==> src/rtl/prc_pkg.sv <==
package prc_pkg;

  // Strobes from control to datapath, one per datapath action
  typedef struct packed {
    logic loadMask;
    logic loadDelay;
    logic start;
    logic tick;
    logic finish;
  } prcStrobe_t;

  // Number of set bits in a mask
  function automatic int countBits(logic [31:0] m);
    int total;
    total = 0;
    for (int b = 0; b < 32; b++) begin
      if (m[b]) total = total + 1;
    end
    return total;
  endfunction

  // Bit position of the n-th set bit (n counted from 0)
  function automatic int nthBit(logic [31:0] m, int n);
    int seen;
    int pos;
    seen = 0;
    pos = 0;
    for (int b = 0; b < 32; b++) begin
      if (m[b]) begin
        if (seen == n) pos = b;
        seen = seen + 1;
      end
    end
    return pos;
  endfunction

endpackage

==> src/rtl/prc_ctrl.sv <==
module prc_ctrl
  import prc_pkg::*;
(
  input  logic       clk,
  input  logic       rstN,
  input  logic       busSel,
  input  logic       busEnable,
  input  logic       busWrite,
  input  logic       busWin,
  input  logic       addrZero,
  input  logic       startBit,
  input  logic       cntZero,
  output prcStrobe_t strobe,
  output logic       busy
);

  typedef enum logic {ST_IDLE, ST_PULSE} state_t;
  state_t state, stateNext;

  logic wrAccess;
  logic wrSelReg;
  logic wrTrigReg;

  assign wrAccess  = busSel && busEnable && busWrite && addrZero;
  assign wrSelReg  = wrAccess && !busWin;
  assign wrTrigReg = wrAccess && busWin;

  always_comb begin
    strobe           = '0;
    stateNext        = state;
    strobe.loadMask  = wrSelReg;
    unique case (state)
      ST_IDLE: begin
        strobe.loadDelay = wrTrigReg;
        strobe.start     = wrTrigReg && startBit;
        if (wrTrigReg && startBit) stateNext = ST_PULSE;
      end
      ST_PULSE: begin
        strobe.tick   = !cntZero;
        strobe.finish = cntZero;
        if (cntZero) stateNext = ST_IDLE;
      end
      default: stateNext = ST_IDLE;
    endcase
  end

  always_ff @(posedge clk or negedge rstN) begin
    if (!rstN) state <= ST_IDLE;
    else       state <= stateNext;
  end

  assign busy = (state == ST_PULSE);

endmodule

==> src/rtl/prc_datapath.sv <==
module prc_datapath
  import prc_pkg::*;
#(
  parameter int          DATA_W    = 32,
  parameter int          ADDR_W    = 4,
  parameter logic [31:0] DOM_MASK  = 32'h827F_0000,
  parameter int          DELAY_LSB = 16,
  parameter int          MIN_LEN   = 4,
  parameter int          NUM_DOM   = 9,
  parameter int          CNT_W     = 17
) (
  input  logic              clk,
  input  logic              rstN,
  input  prcStrobe_t        strobe,
  input  logic              busy,
  input  logic              busSel,
  input  logic              busWin,
  input  logic [ADDR_W-1:0] busAddr,
  input  logic [DATA_W-1:0] busWdata,
  output logic [DATA_W-1:0] busRdata,
  output logic              cntZero,
  output logic [DATA_W-1:0] selMask,
  output logic [CNT_W-1:0]  cnt,
  output logic [NUM_DOM-1:0] domRst
);

  localparam int DELAY_W = DATA_W - DELAY_LSB;

  logic [DELAY_W-1:0] delayReg;
  logic [DELAY_W-1:0] wrDelay;
  logic [NUM_DOM-1:0] gathered;

  assign wrDelay = busWdata[DATA_W-1:DELAY_LSB];

  // Pick the valid mask bits out into domain order
  for (genvar i = 0; i < NUM_DOM; i++) begin : g_gather
    assign gathered[i] = selMask[nthBit(DOM_MASK, i)];
  end

  always_ff @(posedge clk or negedge rstN) begin
    if (!rstN) begin
      selMask  <= '0;
      delayReg <= '0;
      cnt      <= '0;
      domRst   <= '0;
    end else begin
      if (strobe.loadMask)  selMask  <= busWdata & DOM_MASK[DATA_W-1:0];
      if (strobe.loadDelay) delayReg <= wrDelay;
      if (strobe.start) begin
        cnt    <= CNT_W'(MIN_LEN - 1) + CNT_W'(wrDelay);
        domRst <= gathered;
      end else if (strobe.tick) begin
        cnt <= cnt - 1'b1;
      end else if (strobe.finish) begin
        domRst <= '0;
      end
    end
  end

  assign cntZero = (cnt == '0);

  always_comb begin
    busRdata = '0;
    if (busSel && (busAddr == '0)) begin
      if (busWin) busRdata = {delayReg, {(DELAY_LSB-1){1'b0}}, busy};
      else        busRdata = selMask;
    end
  end

endmodule

==> src/rtl/pulse_rst_ctrl.sv <==
module pulse_rst_ctrl
  import prc_pkg::*;
#(
  parameter int          DATA_W    = 32,
  parameter int          ADDR_W    = 4,
  parameter logic [31:0] DOM_MASK  = 32'h827F_0000,
  parameter int          DELAY_LSB = 16,
  parameter int          MIN_LEN   = 4,
  localparam int         NUM_DOM   = countBits(DOM_MASK),
  localparam int         CNT_W     = DATA_W - DELAY_LSB + 1
) (
  input  logic               clk,
  input  logic               rstN,
  input  logic               busSel,
  input  logic               busEnable,
  input  logic               busWrite,
  input  logic               busWin,
  input  logic [ADDR_W-1:0]  busAddr,
  input  logic [DATA_W-1:0]  busWdata,
  output logic [DATA_W-1:0]  busRdata,
  output logic [NUM_DOM-1:0] domRst
);

  prcStrobe_t         strobe;
  logic               busy;
  logic               cntZero;
  logic [DATA_W-1:0]  selMask;
  logic [CNT_W-1:0]   cnt;

  prc_ctrl u_ctrl (
    .clk       (clk),
    .rstN      (rstN),
    .busSel    (busSel),
    .busEnable (busEnable),
    .busWrite  (busWrite),
    .busWin    (busWin),
    .addrZero  (busAddr == '0),
    .startBit  (busWdata[0]),
    .cntZero   (cntZero),
    .strobe    (strobe),
    .busy      (busy)
  );

  prc_datapath #(
    .DATA_W    (DATA_W),
    .ADDR_W    (ADDR_W),
    .DOM_MASK  (DOM_MASK),
    .DELAY_LSB (DELAY_LSB),
    .MIN_LEN   (MIN_LEN),
    .NUM_DOM   (NUM_DOM),
    .CNT_W     (CNT_W)
  ) u_dp (
    .clk      (clk),
    .rstN     (rstN),
    .strobe   (strobe),
    .busy     (busy),
    .busSel   (busSel),
    .busWin   (busWin),
    .busAddr  (busAddr),
    .busWdata (busWdata),
    .busRdata (busRdata),
    .cntZero  (cntZero),
    .selMask  (selMask),
    .cnt      (cnt),
    .domRst   (domRst)
  );

endmodule

==> config.mk <==
export PLATFORM = sky130hd
export DESIGN_NAME = pulse_rst_ctrl
export DESIGN_NICKNAME = d
export VERILOG_FILES = /design/src/rtl/prc_pkg.sv /design/src/rtl/prc_ctrl.sv /design/src/rtl/prc_datapath.sv /design/src/rtl/pulse_rst_ctrl.sv
export SDC_FILE = /design/constraint.sdc
export NUM_CORES = 1
export LEC_CHECK = 0
export BUFFER_PORTS_ARGS = -buffer_cell sky130_fd_sc_hd__buf_2
export CAP_MARGIN = 25
export CELL_PAD_IN_SITES_DETAIL_PLACEMENT = 0
export CELL_PAD_IN_SITES_GLOBAL_PLACEMENT = 1
export CORE_MARGIN = 2
export CORE_UTILIZATION = 36
export DETAILED_ROUTE_END_ITERATION = 8
export GPL_ROUTABILITY_DRIVEN = 0
export PLACE_DENSITY = 0.69
export SYNTH_ARGS = -nofsm -noshare
export SYNTH_HDL_FRONTEND = slang
export SYNTH_HIERARCHICAL = 1
export SYNTH_SLANG_ARGS = --single-unit
==> constraint.sdc <==
create_clock -name clk -period 2.6 [get_ports clk]
set_clock_uncertainty 0.1 [all_clocks]
set_input_delay 0.52 -clock clk [delete_from_list [all_inputs] [get_ports clk]]
set_output_delay 0.52 -clock clk [all_outputs]
set_load 0.02 [all_outputs]
Word level (Yosys, flattened, before mapping)
Cells that the tools add are included.
{"block": "word_totals", "ff_bits": 52, "input_bits": 42, "out_inout_bits": 41}
{"block": "classes", "addsub": 2, "n_eq_ne": 1, "muxes": 12, "bitwise_logic": 1, "reduce_logical": 14}
{"cell": "32-bit two-way mux", "n": 2}
{"cell": "17-bit two-way mux", "n": 2}
{"cell": "9-bit two-way mux", "n": 3}
{"cell": "2-bit by 16-bit adder with 17-bit output, first input constant", "n": 1}
{"cell": "17-bit zero test", "n": 1}
{"cell": "17-bit by 1-bit subtractor with 17-bit output, second input constant", "n": 1}
{"cell": "1-bit logical AND", "n": 7}
{"cell": "4-bit zero test", "n": 1}
{"cell": "2-bit two-way mux", "n": 2}
{"cell": "2-bit nonzero test", "n": 2}
{"cell": "1-bit zero test", "n": 2}
{"cell": "1-bit two-way mux", "n": 2}
{"cell": "2-bit by 1-bit inequality test with 1-bit output, second input constant", "n": 1}
{"cell": "1-bit case mux with 2 select lines", "n": 1}
{"cell": "2-bit AND reduction", "n": 1}
{"cell": "1-bit inverter", "n": 1}

Logic depth before layout (Yosys ltp)
{"block": "depth", "depth_word": 8, "depth_mapped": 11, "depth_no_buf": 11}

By module
Netlist, hierarchy kept.
{"module": "prc_datapath", "n_inst": 1, "cells_each": 276, "area_per_inst_um2": 2972.9}
{"module": "prc_ctrl", "n_inst": 1, "cells_each": 10, "area_per_inst_um2": 100.1}
{"module": "pulse_rst_ctrl", "n_inst": 1, "cells_each": 1, "area_per_inst_um2": 12.5}

Least setup slack after synthesis
No wires, ideal clock.
{"block": "synth_timing", "path_kind": "input to register", "startpoint": "in busAddr[1]", "endpoint": "reg u_dp.delayReg[10]", "setup_ns": 0.125, "t_arrival_ns": 2.131, "slack_ns": 0.244, "cell_stages": 6, "n_path_buf": 2, "cell_sequence": "nor4_2 -> nand4_2 -> nor3b_2 -> clkbuf_1 -> buf_1 -> mux2_2"}
{"item": "start, declared", "line_no": "pulse_rst_ctrl.sv:18", "text": "input logic [ADDR_W-1:0] busAddr,"}
{"item": "end signal, assigned", "line_no": "prc_datapath.sv:48", "text": "if (strobe.loadDelay) delayReg <= wrDelay;"}
{"item": "end, declared", "line_no": "prc_datapath.sv:29", "text": "logic [DELAY_W-1:0] delayReg;"}

==> impl_metrics.toml <==
[outcome]
status = "finished, final reports clean"

[timing]
fin_crit_sh_pct = 96.1
period_needed_ns = 2.50
finalSetupViolations = 0
hold_violations = 0
max_slew_margin_pct = 43.6
tns_ns = 0
slew_viol_final = 0
rsz0062_at_grt = "true"
whs_ns = 0.100
tightest_slew_ns = 0.846
max_freq_mhz = 400
finalWorstSetupSlack_ns = 0.102

[detailed_routing]
drt_wl_total_um = 6070
drtPass1Iterations = 4
drt_iter0_drc = 56
post_drt_wl_per_cell_um = 14.0
vias = 2064
drc_errors = 0
viasPerCell = 4.78
ant_nets = 0

[critical_path]
crit_required_ns = 2.69
critPathMaxStageDelay_ns = 0.38
path_max_fanout = 6
cp-start-kind = "register"
rr_startpoint = "u_dp/cnt[1]"
critPathArrivalTime_ns = 2.59
timing.rr.end = "u_dp/cnt[13]"
cpLargestDelayFamily = "simple AND/OR/NAND/NOR gates"
rrSetupSlack_ns = 0.10
end_kind = "register"
path_common_cell = "nor4b_4"
crit_type = "reg2reg"
crit_buf_inv = 1
reg2reg_depth = 11
cpMaxStageDelayCell = "nor3b_4"
cp_cell_sequence = "inv_2, ha_4, nor4b_4, nand4b_1, nor3_4, nor2b_4, nor4b_4, nor3b_4, nand3b_1, xor2_1, mux2i_1"

[clock_tree]
clk_path_buf_depth = 2
htree_levels = 2
clkTransAtPathRegs_ns = 0.09
cts_buffers = 5
cts_hold_buf = 0
cts.sinks = 52
cts_tree = "yes"
clock_latency_ns = 0.30
cts-root-buf = "clkbuf_8"

[yosys]
postSynthCellCount = 264
syn_area_mm2 = 0.00291
synth_warnings = 6
syn_area_per_cell_um2 = 11.0

[die]
core-area_mm2 = 0.00777
die_x_um = 94.0
die_h_um = 94.0
io-pin-count = 83
num_rows = 32
fp.dieArea_mm2 = 0.00883
initial_core_util_pct = 37.5

[placement]
dp_hpwl_um = 4590
dp_slack_ns = -0.0109
portBuffers = 52

[global_routing]
track_usage_pct = 14.9
antenna_found_initial = 0
grt_pass1_vias = 2072
overflow = 0
grt_max_degree = 28
grt_pass1_wl_um = 10400

[cells_and_area]
fill_cells = 762
diodes = 0
nets = 373
register_area_mm2 = 0.00130
layout-drive-gt1-share_pct = 36.1
synthToLayoutAreaGrowth_pct = 19.4
multiInputGateArea_mm2 = 0.00150

[flow_run]
cap_violations = 0

[power]
p_per_area_mw_per_mm2 = 537
power.leakage_nw = 1.58
finalPower_mw = 1.87
ir_drop_uv = 308

[min_path]
hp-class = "in2async"
## report_power, final
group	leakage [nW]	total (mW)	internal, mW	switching (mW)
Clock	0.0541	0.551	0.285	0.266
Sequential	0.646	0.960	0.887	0.0732
Combinational	0.880	0.358	0.176	0.182
## layout make-up
cell class | instances | area share [%]
flip-flops and latches | 52 | 37.4
inverters | 7 | 0.755
well taps | 102 | 3.67
clock buffers | 5 | 1.98
repair buffers | 70 | 11.7
clock inverters | 3 | 1.22
multi-input cells | 193 | 43.2
## cells in the final DEF, fill, tap and decap left out, types with 6 or more instances in the layout
cell      n
inv_1     6
mux2_2   25
xor2_1   15
mux2i_1  18
nand2_1  16
a22o_1    9
nor2_1   18
buf_4    17
xnor2_1  12
dfrtp_1  52
buf_2    52
conb_1   15
and3_1    8
## registers in the layout (all words and copies together), names as in the netlist
name           flops
u_dp/cnt          17
u_dp/delayReg     16
u_dp/domRst        9
u_dp/selMask       9
u_ctrl/busy        1
## what timing repair did
item,in CTS,in global routing
gates cloned,0,0
endpoints found under the setup margin,8,19
gates resized for setup,1,6
buffers inserted,0,3
pin swaps,0,5
## per-layer routing
layer	global-route usage, %	vias up	wire (um)	part of all wire (%)
li1	-	1025	-	-
met1	20.1	980	2850	47
met2	24.4	54	2870	47
met3	2.49	5	260	4.3
met4	4.71	0	81	1.3
met5	0	-	0	0
## per-stage QoR
stage | instances | instance area [um2] | utilization [%]
final | 432 | 3480 | 44.8
after detailed placement | 421 | 3310 | 42.6
after global placement | 421 | 3310 | 42.6
after CTS | 429 | 3420 | 44.1
after global routing | 432 | 3480 | 44.8
after floorplan | 278 | 2970 | -
## worst max-delay path by stage
stage                              to  slack (ns)        start  depth (start not counted)
finish                   u_dp/cnt[13]        0.10  u_dp/cnt[1]                         11
global route             u_dp/cnt[13]       -0.11  u_dp/cnt[1]                         11
CTS                      u_dp/cnt[13]        0.05  u_dp/cnt[0]                         11
detailed placement       u_dp/cnt[13]       -0.01  u_dp/cnt[0]                         11
global placement         u_dp/cnt[13]        0.05  u_dp/cnt[0]                         11
floorplan           u_dp/delayReg[10]        0.24   busAddr[1]                          6
## worst reg2reg max path, stage by stage (launching register included)
cell and delay, ns:
dfrtp_1 0.37, inv_2 0.05, ha_4 0.16, nor4b_4 0.13
nand4b_1 0.23, nor3_4 0.09, nor2b_4 0.18, nor4b_4 0.26
nor3b_4 0.38, nand3b_1 0.14, xor2_1 0.21, mux2i_1 0.09
Note: power is estimated with default switching activity, not from simulation.
